**config.mk**
```make
export PLATFORM = sky130hd
export DESIGN_NAME = prescaled_rate_gen
export DESIGN_NICKNAME = d
export VERILOG_FILES = /design/src/rtl/rgen_pkg.sv /design/src/rtl/rgen_ctrl.sv /design/src/rtl/rgen_dp.sv /design/src/rtl/prescaled_rate_gen.sv
export SDC_FILE = /design/constraint.sdc
export NUM_CORES = 1
export LEC_CHECK = 0
export BUFFER_PORTS_ARGS = -buffer_cell sky130_fd_sc_hd__buf_2
export CAP_MARGIN = 20
export CORE_MARGIN = 4
export CORE_UTILIZATION = 40
export DETAILED_ROUTE_END_ITERATION = 12
export MAX_ROUTING_LAYER = met4
export PLACE_DENSITY = 0.66
export SLEW_MARGIN = 20
export SYNTH_ARGS = -nofsm -noshare
export SYNTH_HDL_FRONTEND = slang
export SYNTH_SLANG_ARGS = --single-unit
```
**constraint.sdc**
```tcl
create_clock -name clk -period 3.7 [get_ports clk]
set_input_delay 0.185 -clock clk [delete_from_list [all_inputs] [get_ports clk]]
set_output_delay 0.185 -clock clk [all_outputs]
set_load 0.1 [all_outputs]
```
**src/rtl/rgen_pkg.sv**
```systemverilog
package rgen_pkg;

  // Source select encoding (control word bits CNT_W+2:CNT_W+1)
  typedef enum logic [1:0] {
    SRC_INT   = 2'd0,
    SRC_EXT_A = 2'd1,
    SRC_EXT_B = 2'd2,
    SRC_RSVD  = 2'd3
  } src_sel_t;

  // Strobes sent from the control side to the divider datapath
  typedef struct packed {
    logic active;   // enable set and software reset clear
    logic srcTick;  // one source tick this cycle
    logic div16;    // prescale stage in use
  } rate_strobe_t;

endpackage

```
**src/rtl/rgen_ctrl.sv**
```systemverilog
module rgen_ctrl
  import rgen_pkg::*;
#(
  parameter int CNT_W = 12
) (
  input  logic               clk,
  input  logic               rstN,
  input  logic               wrEn,
  input  logic [CNT_W+4:0]   wrData,
  output logic [CNT_W+4:0]   rdData,
  input  logic               extClkA,
  input  logic               extClkB,
  output rate_strobe_t       strobe,
  output logic [CNT_W-1:0]   reloadVal
);
  localparam int REG_W   = CNT_W + 5;
  localparam int POS_PRE = 0;
  localparam int POS_SRC = CNT_W + 1;
  localparam int POS_EN  = CNT_W + 3;
  localparam int POS_RST = CNT_W + 4;
  localparam int NUM_EXT = 2;

  logic [REG_W-1:0]   ctrlReg;
  logic [NUM_EXT-1:0] extPins;
  logic [NUM_EXT-1:0] extRise;
  src_sel_t           srcSel;

  always_ff @(posedge clk or negedge rstN) begin
    if (!rstN)     ctrlReg <= '0;
    else if (wrEn) ctrlReg <= wrData;
  end

  assign rdData  = ctrlReg;
  assign extPins = {extClkB, extClkA};

  // Two-flop synchroniser plus an edge history flop for each external pin
  for (genvar g = 0; g < NUM_EXT; g++) begin : g_sync
    logic [2:0] shiftReg;
    always_ff @(posedge clk or negedge rstN) begin
      if (!rstN) shiftReg <= '0;
      else       shiftReg <= {shiftReg[1:0], extPins[g]};
    end
    assign extRise[g] = shiftReg[1] & ~shiftReg[2];
  end

  assign srcSel = src_sel_t'(ctrlReg[POS_SRC+1:POS_SRC]);

  always_comb begin
    strobe.active = ctrlReg[POS_EN] & ~ctrlReg[POS_RST];
    strobe.div16  = ctrlReg[POS_PRE];
    unique case (srcSel)
      SRC_EXT_A: strobe.srcTick = extRise[0];
      SRC_EXT_B: strobe.srcTick = extRise[1];
      default:   strobe.srcTick = 1'b1;  // internal and reserved
    endcase
  end

  assign reloadVal = ctrlReg[CNT_W:1];

  // an external pin yields isolated ticks, never two in a row
  p_ext_single_r5: assert property (@(posedge clk) disable iff (!rstN)
    ((srcSel == SRC_EXT_A || srcSel == SRC_EXT_B) && srcSel == $past(srcSel)
      && $past(strobe.srcTick)) |-> !strobe.srcTick);

endmodule

```
**src/rtl/rgen_dp.sv**
```systemverilog
module rgen_dp
  import rgen_pkg::*;
#(
  parameter int CNT_W   = 12,
  parameter int PRE_DIV = 16
) (
  input  logic             clk,
  input  logic             rstN,
  input  rate_strobe_t     strobe,
  input  logic [CNT_W-1:0] reloadVal,
  output logic             rateTick,
  output logic             rateClk
);
  localparam int PRE_W = $clog2(PRE_DIV);

  logic [PRE_W-1:0] preCnt;
  logic [CNT_W-1:0] mainCnt;
  logic [CNT_W-1:0] effCnt;
  logic             fresh;
  logic             preWrap;
  logic             stageTick;
  logic             reloadNow;

  assign preWrap   = (preCnt == PRE_W'(PRE_DIV - 1));
  assign stageTick = strobe.srcTick & (~strobe.div16 | preWrap);
  // The first active cycle takes the count straight from the register
  assign effCnt    = fresh ? reloadVal : mainCnt;
  assign reloadNow = stageTick & (effCnt == '0);

  always_ff @(posedge clk or negedge rstN) begin
    if (!rstN) begin
      preCnt   <= '0;
      mainCnt  <= '0;
      fresh    <= 1'b1;
      rateTick <= 1'b0;
      rateClk  <= 1'b0;
    end else if (!strobe.active) begin
      preCnt   <= '0;
      fresh    <= 1'b1;
      rateTick <= 1'b0;
      rateClk  <= 1'b0;
    end else begin
      fresh <= 1'b0;
      if (strobe.srcTick && strobe.div16)
        preCnt <= preWrap ? '0 : preCnt + 1'b1;
      if (stageTick)
        mainCnt <= reloadNow ? reloadVal : effCnt - 1'b1;
      else
        mainCnt <= effCnt;
      rateTick <= reloadNow;
      if (reloadNow) rateClk <= ~rateClk;
    end
  end

  // R8 (and R7): an idle generator drives both outputs low next cycle
  p_idle_low_r8: assert property (@(posedge clk) disable iff (!rstN)
    !strobe.active |=> (!rateTick && !rateClk));

  // every pulse coincides with a change of the clock output
  p_toggle_r4: assert property (@(posedge clk) disable iff (!rstN)
    rateTick |-> (rateClk != $past(rateClk)));

  // between pulses a running clock output holds its level
  p_hold_r4: assert property (@(posedge clk) disable iff (!rstN)
    ($past(strobe.active) && !rateTick) |-> $stable(rateClk));

  // no pulse without a source tick in the cycle before
  p_no_tick_wo_src_r2: assert property (@(posedge clk) disable iff (!rstN)
    ($past(strobe.active) && !$past(strobe.srcTick)) |-> !rateTick);

endmodule

```
**src/rtl/prescaled_rate_gen.sv**
```systemverilog
module prescaled_rate_gen
  import rgen_pkg::*;
#(
  parameter int CNT_W   = 12,
  parameter int PRE_DIV = 16
) (
  input  logic             clk,
  input  logic             rstN,
  input  logic             wrEn,
  input  logic [CNT_W+4:0] wrData,
  output logic [CNT_W+4:0] rdData,
  input  logic             extClkA,
  input  logic             extClkB,
  output logic             rateTick,
  output logic             rateClk
);
  rate_strobe_t     strobe;
  logic [CNT_W-1:0] reloadVal;

  rgen_ctrl #(.CNT_W(CNT_W)) u_ctrl (
    .clk       (clk),
    .rstN      (rstN),
    .wrEn      (wrEn),
    .wrData    (wrData),
    .rdData    (rdData),
    .extClkA   (extClkA),
    .extClkB   (extClkB),
    .strobe    (strobe),
    .reloadVal (reloadVal)
  );

  rgen_dp #(.CNT_W(CNT_W), .PRE_DIV(PRE_DIV)) u_dp (
    .clk       (clk),
    .rstN      (rstN),
    .strobe    (strobe),
    .reloadVal (reloadVal),
    .rateTick  (rateTick),
    .rateClk   (rateClk)
  );

endmodule

```
==> results.cfg, run 1 <==
[synth]
synth_area_mm2 = 0.002452
syn_area_per_cell_um2 = 9.732
synth_ff_type = dfrtp_1
synth.area.top_cells = dfrtp_1 42%, mux2_2 5.1%, o21ai_0 3.7%
syn_nets = 279
yosysSeqAreaShare = 0.4291
yosysMostFrequentCell = dfrtp_1
yosysTopAreaCell = dfrtp_1
ys_warn_count = 0
synth_cells = 252
synth_edf_count = 0
synth-seq-cells = 42
synth.top_cells.by_count = 41 x dfrtp_1, 20 x nor2_1, 18 x o21ai_0
async_flop_share = 1.000
ys_types = 58
yosys.area.top_type_share = 0.4184

[clocking]
ctsHtreeMaxLevel = 2
cts_buffer_depth = 2
cts_buffers = 5
cts_tree = done
cts.sinks = 42
post-cts-setup-buffers = 0
clock-root-buffer = clkbuf_8
path_clk_slew_ns = 0.08
worstSkewPairLatency_ns = 0.29
cts.repair.resized = 0

[placed_design]
port_buffers = 40
gp_congestion = 0.8961
hpwl_mm = 4.567
placed_cell_area_mm2 = 0.002708

[layout]
multiInputGateArea_mm2 = 0.001316
stdcell_area_mm2 = 0.002870
antenna_cells = 0
nFillCells = 575
drive_above_1_share = 0.2432
area_growth_syn_to_layout_pct = 17.04
seqCellArea_mm2 = 0.001052
final_nets = 318

[run_status]
status = finished clean

[timing]
rsz0062_at_grt = false
tightest_slew_ns = 0.9550
holdWs_ns = 0.02903
hold_viol = 0
tns_ns = 0
finalSetupViolations = 0
slew_headroom = 0.3633
fmax_mhz = 350.4
min_period_ns = 2.854
skew_ns = 0.006414
slew_violations = 0
timing.final.crit_share = 0.7714

[critical_path]
crit_required_ns = 3.89
startpoint_type = flip-flop
critPathMaxFanout = 37
r2r_slack_ns = 0.85
endpoint_kind = flip-flop
crit_arrival_ns = 3.04
criticalPathCategory = flip-flop to flip-flop

[global_routing]
antenna_found_initial = 0
grt_start_max_net_pins = 43
grt_overflow_total = 0
grt_use_total = 0.1950
grt_pass1_wl_mm = 11.00
grt_pass1_vias = 2238

[die]
die_area_mm2 = 0.007448
fp-row-count = 28
io_pins = 41
initial_core_util = 0.4142
die_y_um = 86.30
coreArea_mm2 = 0.005921
die_x_um = 86.30

[detailed_routing]
drtPass1Iterations = 4
final_antenna_net_count = 0
vias = 2199
vias_per_cell = 5.992
drt-wirelength-per-cell_um = 18.09
wl_mm = 6.640
route.detailed.drc = 0
drtIter0Drc = 187

[power_and_ir_drop]
ir_worst_vdd_v = 0.0002820
power_mw = 1.570
p_leak_nw = 1.224
powerDensity_mw_per_mm2 = 546.8

[worst_hold_path]
hold_class = input port to asynchronous set/reset pin

[job]
maxCapViolations = 0
-- logic make-up (layout without fill, tap and decap cells) --
logic type	Yosys count	after routing	share of synthesized area
muxes	19	19	0.08317
DFF	42	42	0.4291
adders and majority gates	5	5	0.02551
buffers and inverters	20	60	0.03418
AOI/OAI and AO/OA	77	77	0.2260
xor gates and xnor gates	6	6	0.02143
and+or+nand+nor	83	83	0.1806
-- registers in the layout (all words and copies together) (netlist names) --
register                flops
u_dp.preCnt                 4
u_ctrl.rdData              17
u_ctrl.g_sync.shiftReg      6
u_dp.rateTick               1
u_dp.fresh                  1
u_dp.rateClk                1
u_dp.mainCnt               12
-- layout make-up --
| type | instances | share of cell area |
|---|---|---|
| clock buffers | 6 | 0.02877 |
| clock inverters | 2 | 0.02092 |
| inverters | 8 | 0.01046 |
| multi-input cells | 190 | 0.4586 |
| flip-flops and latches | 42 | 0.3666 |
| well taps | 75 | 0.03269 |
| repair buffers | 44 | 0.08195 |
-- path summary, 6_finish.rpt --
kind                                                             start  cells after the start                                     end
worst max-delay path                              u_dp.fresh$_DFF_PN1_                      6            u_dp.mainCnt[10]$_DFFE_PN0P_
worst min-delay path                                              rstN                      1             u_dp.mainCnt[4]$_DFFE_PN0P_
worst max register to register                    u_dp.fresh$_DFF_PN1_                      6            u_dp.mainCnt[10]$_DFFE_PN0P_
worst min register to register  u_ctrl.g_sync[1].shiftReg[0]$_DFF_PN0_                      0  u_ctrl.g_sync[1].shiftReg[1]$_DFF_PN0_
max in group asynchronous                                         rstN                      1            u_ctrl.rdData[1]$_DFFE_PN0P_
min in group clk                                             wrData[0]                      3            u_ctrl.rdData[0]$_DFFE_PN0P_
-- worst max-delay path: stages (launching register included) --
cell	delay, ns
dfstp_2	0.95
mux2i_1	0.36
ha_1	0.39
o21ai_0	0.24
o311ai_0	0.36
o211ai_1	0.14
a221oi_1	0.30
-- layer usage --
| layer | share of wire | track usage | vias up | wire length [um] |
|---|---|---|---|---|
| met5 | 0 | - | - | 0 |
| met2 | 0.46 | 0.3027 | 93 | 3055 |
| met4 | 0.018 | 0.07649 | 0 | 120 |
| met3 | 0.084 | 0.03422 | 12 | 556 |
| met1 | 0.44 | 0.2552 | 1065 | 2908 |
| li1 | - | - | 1029 | - |
-- per-stage QoR --
step	std cells	worst slack, ns	util
finish	367	0.8459	0.4848
global route	367	0.6845	0.4848
CTS	367	0.8798	0.4848
detailed placement	357	0.8927	0.4573
global placement	357	0.9202	0.4573
floorplan	252	0.6914	-
-- report_power, final --
part | leakage [nW] | internal [mW] | total, mW | switching, mW
clock | 0.0714 | 0.288 | 0.448 | 0.160
combinational | 0.648 | 0.159 | 0.461 | 0.302
sequential | 0.504 | 0.533 | 0.661 | 0.128
-- layout by cell type (no fill, tap or decap), drive strengths merged, types with 3 or more instances in the layout --
master,instances
a211o,3
a211oi,4
a21oi,10
a221oi,3
buf,42
clkbuf,6
dfrtp,41
ha,5
inv,8
mux2,11
mux2i,8
nand2,18
nand2b,3
nand3,7
nor2,20
nor3,4
o21ai,19
o22a,3
o22ai,3
o31ai,3
o32ai,3
or2,3
or3,7
or4,4
xnor2,4
-- repair_timing --
action,CTS,global route
endpoints found under the hold margin,2,0
hold buffers,2,0
endpoints found under the setup margin,0,0
(Power assumes the default switching activity.)
==> run 2, diff against run 1 <==
- PLACE_DENSITY: 0.66 -> 0.68
- clock period: 3.7 -> 2.6 ns (I/O delays scaled with it)
==> run 2 against run 1 <==
Clock skew rose by 0.0023 ns; routed wire length rose by 6.7%; worst setup slack got worse by 0.78 ns; power rose by 40%; register-to-register slack got worse by 0.78 ns; die area did not move; cell count rose by 7.6%; core utilization rose by 3.6 points.
==> results.cfg, run 2 (same netlist as run 1, synthesis figures left out) <==
[layout]
final_common_cell = buf_2
antenna_cells = 0
largest_reg_flops = 17
area_growth_syn_to_layout_pct = 25.77
drive_above_1_share = 0.3281
final_nets = 346
mostFrequentLayoutCells = 40 x buf_2, 39 x dfrtp_1, 27 x buf_4, 20 x nor2_1
nFillCells = 554

[clocking]
cts_tree = done
path_clk_slew_ns = 0.09
cts_buffers = 5
cts_buffer_depth = 2
worstSkewPairLatency_ns = 0.30
cts.sinks = 42
clock-root-buffer = clkbuf_8
ctsHtreeMaxLevel = 2

[power_and_ir_drop]
p_switching_mw = 0.8786
combPwrFrac = 0.341
switching_share = 0.3999
p_leak_nw = 1.338
powerDensity_mw_per_mm2 = 712.4
clkPwrFrac = 0.242
power_mw = 2.197
p_seq_frac = 0.417
p_int_mw = 1.319
ir_worst_vdd_v = 0.0003040

[timing]
slew_violations = 0
slew_headroom = 0.5978
skew_ns = 0.008726
timing.final.crit_share = 0.9736
setup_ws_ns = 0.06874
finalSetupViolations = 0
tightest_slew_ns = 0.6033
min_period_ns = 2.531
fmax_mhz = 395.1
hold_viol = 0

[worst_hold_path]
whs_path_depth = 3
min_from = wrData[8]
hold_class = input port to flip-flop
whs_endpoint = u_ctrl.rdData[8]$_DFFE_PN0P_

[die]
io_pins = 41
fp-row-count = 28
initial_core_util = 0.4142
die_x_um = 86.30
die_area_mm2 = 0.007448
coreArea_mm2 = 0.005921
die_y_um = 86.30

[critical_path]
r2r-start = u_dp.fresh$_DFF_PN1_
reg2reg_to = u_dp.mainCnt[7]$_DFFE_PN0P_
endpoint_kind = flip-flop
startpoint_type = flip-flop
criticalPathCategory = flip-flop to flip-flop
critPathMaxFanout = 8
crit_arrival_ns = 2.75
ff2ff_path_depth = 6
crit_required_ns = 2.82
r2r_slack_ns = 0.07

[detailed_routing]
drtIter0Drc = 247
wl_mm = 7.088
drtPass1Iterations = 8
vias_per_cell = 6.028
vias = 2381
route.detailed.drc = 0
drt-wirelength-per-cell_um = 17.94
final_antenna_net_count = 0

[global_routing]
grt_pass1_vias = 2298
grt_pass1_wl_mm = 11.63
grt_start_max_net_pins = 29
antenna_found_initial = 0
grt_use_total = 0.2035
grt_overflow_total = 0

[placed_design]
hpwl_mm = 5.058
port_buffers = 40
dp_slack_ns = 0.1656
gp_congestion = 0.9809

[run_status]
status = finished clean

[job]
maxCapViolations = 0
## run 2: changes by cell type in the layout (fill, tap and decap cells not counted), sizes merged
cell         previous run  this run
buf                    42        68
clkinvlp                0         2
bufinv                  2         1
dlygate4sd3             2         3
## run 2: metal layers
layer	wire (um)	track usage	part of all wire	vias to the layer above
li1	-	-	-	1098
met1	3253	0.2899	0.46	1114
met2	3026	0.2971	0.43	147
met3	611	0.03802	0.086	22
met4	197	0.05666	0.028	0
met5	0	-	0	-
## run 2: cell type report
cell class	instances	area, um^2	share of cell area
inverter	8	30.03	0.009736
clock inverter	3	45.04	0.01460
multi-input combinational	190	1339	0.4341
sequential	42	1059	0.3432
clock buffer	5	68.82	0.02231
timing repair buffer	72	449.2	0.1456
tap	75	93.84	0.03043
## run 2: metrics by stage
stage	instances	utilization	hold slack [ns]	cell area (um^2)	setup TNS (ns)
detailed placement	381	0.4888	0.1789	2894	0
global route	395	0.5209	0.02742	3084	-0.01482
floorplan	252	-	-0.1656	2462	-0.08884
global placement	381	0.4888	0.1826	2894	0
finish	395	0.5209	0.02901	3084	0
CTS	392	0.5131	0.02842	3038	0
## run 2: timing repair
item,4_1_cts,5_1_grt
setup buffers,0,3
gates resized for setup,0,8
hold buffers,3,0
endpoints found under the setup margin,0,4
hold endpoints to repair,28,0
## run 2: worst max-delay path, stage by stage, from the launching register on
cell      delay, ns
dfstp_4        0.68
buf_6          0.15
or4b_1         0.55
a222oi_1       0.57
a211o_1        0.21
o21ai_1        0.06
a211oi_1       0.22
## run 2: power groups by stage
| stage | logic (mW) | registers [mW] | clock network, mW |
|---|---|---|---|
| final | 0.750 | 0.916 | 0.532 |
| after global routing | 0.811 | 0.933 | 0.571 |
| after CTS | 0.729 | 0.906 | 0.542 |
| after detailed placement | 0.722 | 0.918 | 0 |
| after global placement | 0.716 | 0.917 | 0 |
| after floorplan | 0.374 | 1.04 | 0 |
## run 2: how the worst max path moves through the flow
stage | start | to | cells past startpoint
3_3_place_gp | u_dp.fresh$_DFF_PN1_ | u_dp.mainCnt[3]$_DFFE_PN0P_ | 7
4_1_cts | u_dp.fresh$_DFF_PN1_ | u_dp.mainCnt[10]$_DFFE_PN0P_ | 6
3_5_place_dp | u_dp.fresh$_DFF_PN1_ | u_dp.mainCnt[10]$_DFFE_PN0P_ | 6
6_report | u_dp.fresh$_DFF_PN1_ | u_dp.mainCnt[7]$_DFFE_PN0P_ | 6
5_1_grt | u_dp.fresh$_DFF_PN1_ | u_dp.mainCnt[11]$_DFFE_PN0P_ | 6
2_1_floorplan | u_dp.fresh$_DFF_PN1_ | u_dp.mainCnt[10]$_DFFE_PN0P_ | 10
